`src/rtl/insn_dec_pkg.sv`:
```
package insn_dec_pkg;
  localparam int WORD_W = 32;
  localparam int OPC_W  = 6;
  localparam int REG_W  = 5;
  localparam int IMM_W  = 16;
  localparam int JMP_W  = 26;
  localparam int CLS_N  = 10;
  localparam int SLOT_N = 3;

  typedef enum logic [1:0] {FMT_R = 2'd0, FMT_I = 2'd1, FMT_J = 2'd2, FMT_BAD = 2'd3} fmt_e;

  localparam int CLS_ALU = 0, CLS_SHF = 1, CLS_LD = 2, CLS_ST = 3, CLS_IMM = 4;
  localparam int CLS_JMP = 5, CLS_CMP = 6, CLS_INT = 7, CLS_IRT = 8, CLS_HLT = 9;

  localparam logic [OPC_W-1:0] OPC_LAST = 6'h26;
  localparam logic [OPC_W-1:0] OPC_SHL  = 6'h17;
  localparam logic [OPC_W-1:0] OPC_SHR  = 6'h18;

  // Format of an opcode
  function automatic fmt_e opc_format(input logic [OPC_W-1:0] op);
    case (op) inside
      [6'h00:6'h02], [6'h14:6'h21], 6'h23, 6'h24: return FMT_R;
      [6'h03:6'h0C], 6'h22, 6'h25, 6'h26:         return FMT_I;
      [6'h0D:6'h13]:                              return FMT_J;
      default:                                    return FMT_BAD;
    endcase
  endfunction

  // Register slots the format provides: {A, B, C}
  function automatic logic [SLOT_N-1:0] fmt_slots(input fmt_e f);
    case (f)
      FMT_R:   return 3'b111;
      FMT_I:   return 3'b110;
      default: return 3'b000;
    endcase
  endfunction

  // Register slots the operation actually uses: {A, B, C}
  function automatic logic [SLOT_N-1:0] opc_slot_use(input logic [OPC_W-1:0] op);
    case (op) inside
      6'h01, 6'h02, 6'h15, 6'h16, 6'h1D:                  return 3'b101;
      [6'h03:6'h0A], 6'h14, 6'h25, 6'h26:                 return 3'b110;
      6'h0B, 6'h0C:                                       return 3'b010;
      [6'h17:6'h1C], [6'h1E:6'h21]:                       return 3'b111;
      default:                                            return 3'b000;
    endcase
  endfunction

  // Operation class strobe vector
  function automatic logic [CLS_N-1:0] opc_class(input logic [OPC_W-1:0] op);
    logic [CLS_N-1:0] c;
    c = '0;
    case (op) inside
      6'h01, 6'h02, 6'h15, 6'h16, [6'h19:6'h21], 6'h25, 6'h26: c[CLS_ALU] = 1'b1;
      OPC_SHL, OPC_SHR:                                       c[CLS_SHF] = 1'b1;
      [6'h03:6'h07]:                                          c[CLS_LD]  = 1'b1;
      [6'h08:6'h0A]:                                          c[CLS_ST]  = 1'b1;
      6'h0B, 6'h0C:                                           c[CLS_IMM] = 1'b1;
      [6'h0D:6'h13]:                                          c[CLS_JMP] = 1'b1;
      6'h14:                                                  c[CLS_CMP] = 1'b1;
      6'h22:                                                  c[CLS_INT] = 1'b1;
      6'h23:                                                  c[CLS_IRT] = 1'b1;
      6'h24:                                                  c[CLS_HLT] = 1'b1;
      default:                                                c = '0;
    endcase
    return c;
  endfunction
endpackage

```
`src/rtl/insn_dec_class.sv`:
```
module insn_dec_class
  import insn_dec_pkg::*;
(
  input  logic [OPC_W-1:0]  opcode,
  output fmt_e              fmt,
  output logic [CLS_N-1:0]  cls,
  output logic [SLOT_N-1:0] slot_have,
  output logic [SLOT_N-1:0] slot_used,
  output logic              is_shift
);
  always_comb begin
    fmt       = opc_format(opcode);
    cls       = opc_class(opcode);
    slot_have = fmt_slots(fmt);
    slot_used = opc_slot_use(opcode);
    is_shift  = (opcode == OPC_SHL) || (opcode == OPC_SHR);
  end
endmodule

```
`src/rtl/insn_dec_legal.sv`:
```
module insn_dec_legal
  import insn_dec_pkg::*;
#(
  parameter logic [REG_W-1:0] NOREG = 5'd31
) (
  input  logic [25:6]       mid_bits,
  input  fmt_e              fmt,
  input  logic [SLOT_N-1:0] slot_have,
  input  logic [SLOT_N-1:0] slot_used,
  input  logic              is_shift,
  output logic              bad_opc,
  output logic              bad_shamt,
  output logic [SLOT_N-1:0] bad_slot,
  output logic              illegal
);
  localparam int TOP = 25;

  for (genvar s = 0; s < SLOT_N; s++) begin : g_slot
    localparam int HI = TOP - s * REG_W;
    localparam int MB = SLOT_N - 1 - s;
    assign bad_slot[MB] = slot_have[MB] && !slot_used[MB] &&
                          (mid_bits[HI -: REG_W] != NOREG);
  end

  assign bad_opc   = (fmt == FMT_BAD);
  assign bad_shamt = (fmt == FMT_R) && !is_shift && (mid_bits[10:6] != '0);
  assign illegal   = bad_opc || bad_shamt || (|bad_slot);
endmodule

```
`src/rtl/insn_dec_fields.sv`:
```
module insn_dec_fields
  import insn_dec_pkg::*;
#(
  parameter logic [REG_W-1:0] NOREG = 5'd31
) (
  input  logic [25:0]      body,
  input  fmt_e             fmt,
  output logic [REG_W-1:0] src_a,
  output logic [REG_W-1:0] src_b,
  output logic [REG_W-1:0] dst,
  output logic [REG_W-1:0] shamt,
  output logic [IMM_W-1:0] imm,
  output logic [JMP_W-1:0] jaddr
);
  always_comb begin
    src_a = NOREG;
    src_b = NOREG;
    dst   = NOREG;
    shamt = '0;
    imm   = '0;
    jaddr = '0;
    case (fmt)
      FMT_R: begin
        src_a = body[25:21];
        src_b = body[20:16];
        dst   = body[15:11];
        shamt = body[10:6];
      end
      FMT_I: begin
        src_a = body[25:21];
        dst   = body[20:16];
        imm   = body[15:0];
      end
      FMT_J:   jaddr = body;
      default: ;
    endcase
  end
endmodule

```
`src/rtl/insn_decoder.sv`:
```
module insn_decoder
  import insn_dec_pkg::*;
#(
  parameter logic [4:0] NOREG = 5'd31
) (
  input  logic        clk,
  input  logic        rst_n,
  input  logic        in_valid,
  input  logic [31:0] in_word,
  output logic        out_valid,
  output logic [5:0]  out_opcode,
  output logic [1:0]  out_fmt,
  output logic [4:0]  out_src_a,
  output logic [4:0]  out_src_b,
  output logic [4:0]  out_dst,
  output logic [4:0]  out_shamt,
  output logic [15:0] out_imm,
  output logic [25:0] out_jaddr,
  output logic [9:0]  out_cls,
  output logic        out_illegal
);
  // Combinational decode events, named for observation
  logic [OPC_W-1:0]  dec_opcode;
  fmt_e              dec_fmt;
  logic [CLS_N-1:0]  dec_cls_raw;
  logic [CLS_N-1:0]  dec_cls;
  logic [SLOT_N-1:0] dec_slot_have, dec_slot_used, dec_bad_slot;
  logic              dec_is_shift, dec_bad_opc, dec_bad_shamt, dec_illegal;
  logic [REG_W-1:0]  dec_src_a, dec_src_b, dec_dst, dec_shamt;
  logic [IMM_W-1:0]  dec_imm;
  logic [JMP_W-1:0]  dec_jaddr;

  assign dec_opcode = in_word[WORD_W-1 -: OPC_W];

  insn_dec_class u_class (
    .opcode    (dec_opcode),
    .fmt       (dec_fmt),
    .cls       (dec_cls_raw),
    .slot_have (dec_slot_have),
    .slot_used (dec_slot_used),
    .is_shift  (dec_is_shift)
  );

  insn_dec_legal #(.NOREG(NOREG)) u_legal (
    .mid_bits  (in_word[25:6]),
    .fmt       (dec_fmt),
    .slot_have (dec_slot_have),
    .slot_used (dec_slot_used),
    .is_shift  (dec_is_shift),
    .bad_opc   (dec_bad_opc),
    .bad_shamt (dec_bad_shamt),
    .bad_slot  (dec_bad_slot),
    .illegal   (dec_illegal)
  );

  insn_dec_fields #(.NOREG(NOREG)) u_fields (
    .body  (in_word[JMP_W-1:0]),
    .fmt   (dec_fmt),
    .src_a (dec_src_a),
    .src_b (dec_src_b),
    .dst   (dec_dst),
    .shamt (dec_shamt),
    .imm   (dec_imm),
    .jaddr (dec_jaddr)
  );

  assign dec_cls = dec_illegal ? '0 : dec_cls_raw;

  always_ff @(posedge clk) begin
    if (!rst_n) begin
      out_valid   <= 1'b0;
      out_opcode  <= '0;
      out_fmt     <= '0;
      out_src_a   <= '0;
      out_src_b   <= '0;
      out_dst     <= '0;
      out_shamt   <= '0;
      out_imm     <= '0;
      out_jaddr   <= '0;
      out_cls     <= '0;
      out_illegal <= 1'b0;
    end else begin
      out_valid <= in_valid;
      if (in_valid) begin
        out_opcode  <= dec_opcode;
        out_fmt     <= dec_fmt;
        out_src_a   <= dec_src_a;
        out_src_b   <= dec_src_b;
        out_dst     <= dec_dst;
        out_shamt   <= dec_shamt;
        out_imm     <= dec_imm;
        out_jaddr   <= dec_jaddr;
        out_cls     <= dec_cls;
        out_illegal <= dec_illegal;
      end
    end
  end
endmodule

```
`config.mk`:
```
export PLATFORM = sky130hd
export DESIGN_NAME = insn_decoder
export DESIGN_NICKNAME = d
export VERILOG_FILES = /design/src/rtl/insn_dec_pkg.sv /design/src/rtl/insn_dec_class.sv /design/src/rtl/insn_dec_legal.sv /design/src/rtl/insn_dec_fields.sv /design/src/rtl/insn_decoder.sv
export SDC_FILE = /design/constraint.sdc
export NUM_CORES = 1
export LEC_CHECK = 0
export ABC_AREA = 1
export ABC_CLOCK_PERIOD_IN_PS = 1600
export BUFFER_PORTS_ARGS = -buffer_cell sky130_fd_sc_hd__buf_2
export CORE_MARGIN = 2
export CORE_UTILIZATION = 49
export CTS_CLUSTER_SIZE = 12
export DETAILED_ROUTE_END_ITERATION = 8
export PLACE_DENSITY = 0.91
export SLEW_MARGIN = 25
export SYNTH_ARGS = -nofsm -noshare
export SYNTH_HDL_FRONTEND = slang
export SYNTH_SLANG_ARGS = --single-unit
```
`constraint.sdc`:
```
create_clock -name clk -period 1.6 [get_ports clk]
set_clock_uncertainty 0.1 [all_clocks]
set_input_delay 0.16 -clock clk [delete_from_list [all_inputs] [get_ports clk]]
set_output_delay 0.16 -clock clk [all_outputs]
set_load 0.02 [all_outputs]
```
==> flow_metrics.env <==
export IMPL_p_leak_nw=2.26
export IMPL_overflow=0
export IMPL_crit_type="primary input to flip-flop"
export IMPL_gr_usage_all_layers=0.275
export IMPL_hpwl_um=7520
export IMPL_worstMarginPinSlew_ps=375
export IMPL_arrival_ps=1710
export IMPL_powerDensity_nw_per_um2=1020
export IMPL_viasPerCell=5.46
export IMPL_htree_levels=3
export IMPL_wirelength_um=10200
export IMPL_diodes=0
export IMPL_nNetsFinal=616
export IMPL_placed_area_um2=4200
export IMPL_clock_path_buffers=2
export IMPL_dr_total_vias=3618
export IMPL_hp_class="primary input to flip-flop"
export IMPL_detail_route_wl_per_cell_um=15.4
export IMPL_cp_slowest_cell="dlygate4sd3_1"
export IMPL_drt_iter0_drc=187
export IMPL_crit_path_end_kind="flip-flop"
export IMPL_clock_latency_ps=350
export IMPL_yosysMostFrequentCell="nand2_1"
export IMPL_antenna_found_initial=0
export IMPL_drcViolationCount=0
export IMPL_status="complete, no violations"
export IMPL_grt_busiest_layer="met2"
export IMPL_fin_hold_ws_ps=5.78
export IMPL_synth_common_cells="138 x nand2_1, 82 x dfxtp_1, 45 x o21ai_0"
export IMPL_core_area_um2=6460
export IMPL_dieWidth_um=86.2
export IMPL_maxCapViolCount=0
export IMPL_power_share_clock=0.369
export IMPL_slew_violations=0
export IMPL_hold_violations=0
export IMPL_switching_share=0.281
export IMPL_crit_fanout=6
export IMPL_slew_headroom=0.750
export IMPL_syn2layout_area_growth_pct=36.0
export IMPL_p_int_mw=3.32
export IMPL_crit_path_frequent_cell="nand2_1"
export IMPL_p_switching_mw=1.30
export IMPL_cp_slowest_stage_delay_ps=540
export IMPL_startpoint_type="primary input"
export IMPL_initial_core_util=0.513
export IMPL_rsz0062_at_grt="true"
export IMPL_netlist_instances=432
export IMPL_worstPathCellList="dlygate4sd3_1 -> buf_2 -> nor3b_2 -> nand2_1 -> nand4_1 -> a21oi_2 -> nand3_2 -> nand3_1 -> nand2_1"
export IMPL_fp_dieArea_um2=7430
export IMPL_avgSynthCellArea_um2=7.67
export IMPL_place_ws_ps=-98.4
export IMPL_grt_pass1_wl_um=16100
export IMPL_syn_cell_area_um2=3310
export IMPL_met3_usage=0.0562
export IMPL_yosysWarnings=0
export IMPL_fin_crit_sh=0.973
export IMPL_vdd_ir_drop_worst_v=0.000597
export IMPL_clk_pin_slew_ps=90
export IMPL_rrSetupSlack_ps=790
export IMPL_ys_seq_area_frac=0.496
export IMPL_synth_largest_area_cell="dfxtp_1"
export IMPL_worst_slack_ps=43.9
export IMPL_ys_async_sr_fraction=0
export IMPL_synth_edff_count=0
export IMPL_fin_area_um2=4500
export IMPL_cts_root_buffer="clkbuf_8"
export IMPL_syn_nets=467
export IMPL_ant_nets=0
export IMPL_post_cts_buffers=0
export IMPL_yosysUniqueCellTypes=29
export IMPL_clock_sinks=82
export IMPL_rows=29
export IMPL_post_route_min_period_ps=1560
export IMPL_required_ps=1750
export IMPL_cts_tree="yes"
export IMPL_first_pass_iters=5
export IMPL_grt_max_degree=37
export IMPL_synthTopCellsByArea="dfxtp_1 50%, nand2_1 16%, o21ai_0 6.8%, nand3_1 5.4%, a32o_1 2.7%"
export IMPL_dieHeight_um=86.2
export IMPL_comb_power_share=0.159
export IMPL_netlist_area_leader_share=0.496
export IMPL_gp_congestion=0.921
export IMPL_finalSetupViolations=0
export IMPL_fmax_mhz=643
export IMPL_total_power_mw=4.62
export IMPL_io_buffers=116
export IMPL_cts_buffers=9
export IMPL_pwr_share_seq=0.471
export IMPL_use_met1=0.352
export IMPL_drive_above_1_share=0.328
export IMPL_ys_flop_type="dfxtp_1"
export IMPL_ioPinCount=117
export IMPL_synth_seq_cells=82
export IMPL_grt_pass1_vias=3412
export IMPL_met2_usage=0.454
[logic make-up (layout without fill, tap and decap cells)]
logic type,Yosys count,in the layout,share of synthesized area
simple gates,220,220,0.290
compound gates,83,83,0.159
flops,82,82,0.496
buf+inv,47,201,0.0548
[final timing paths]
kind	from	endpoint	cells past startpoint
worst min register to register	out_cls[6]	out_cls[6]	2
worst max-delay path	in_word[25]	out_cls[4]	9
worst min-delay path	in_word[18]	out_src_b[2]	3
worst max register to register	out_src_a[3]	out_src_a[3]	2
[layout make-up]
type	instances	area, um2
fillers	532	1950
multi-input cells	303	1500
clock inverters	5	85.1
flip-flops and latches	82	1640
repair buffers	157	931
clock buffers	11	141
inverters	28	105
well taps	77	96.3
[metrics by stage]
stage               setup TNS, ps  cells   util
floorplan                       0    432      -
global placement             -607    640  0.650
detailed placement           -731    640  0.650
CTS                             0    662  0.694
global route                -11.7    663  0.697
finish                          0    663  0.697
[per-layer routing]
layer,vias to the layer above,share of wire
li1,1756,-
met1,1700,0.43
met2,141,0.48
met4,0,0.021
met3,21,0.065
met5,-,0
[critical path: cells and delay by family]
kind	cells	cell delay, ps
compound gates	1	180
buf+inv	2	690
simple gates	6	680
[what timing repair did]
action	in CTS	in global routing
setup endpoints to repair	0	6
hold buffers	6	1
hold endpoints to repair	7	1
resized for setup	0	2
[cell usage in the layout, fill, tap and decap left out, types with 2 or more instances in the layout]
master and n:
a21oi_1 6, a22oi_1 5, a32o_1 9, buf_12 2, buf_2 116, buf_4 32, bufinv_16 2, clkbuf_8 10
dfxtp_1 82, dlygate4sd3_1 7, inv_1 20, inv_2 7, inv_6 2, nand2_1 138, nand2_2 5, nand3_1 35
nand3_2 2, nand3b_1 2, nand4_1 6, nor2_1 17, nor2_2 5, nor2_4 4, nor3_1 4, o21ai_0 45
o21ai_1 2, o21ai_2 2, o221ai_1 10
[power by group through the flow]
stage | Clock [mW] | Combinational [mW] | Sequential, mW
final | 1.70 | 0.736 | 2.18
after global routing | 1.82 | 0.799 | 2.19
after CTS | 1.71 | 0.724 | 2.17
after detailed placement | 0 | 0.709 | 2.22
after global placement | 0 | 0.696 | 2.22
after floorplan | 0 | 0.286 | 2.33
[registers in the layout (all words and copies together) (netlist names)]
signal and count:
out_imm 16, out_src_b 5, out_illegal 1, out_valid 1, out_jaddr 26, out_shamt 5, out_dst 5, out_cls 10
out_src_a 5, out_fmt 2, out_opcode 6
Note: power is estimated with default switching activity, not from simulation.
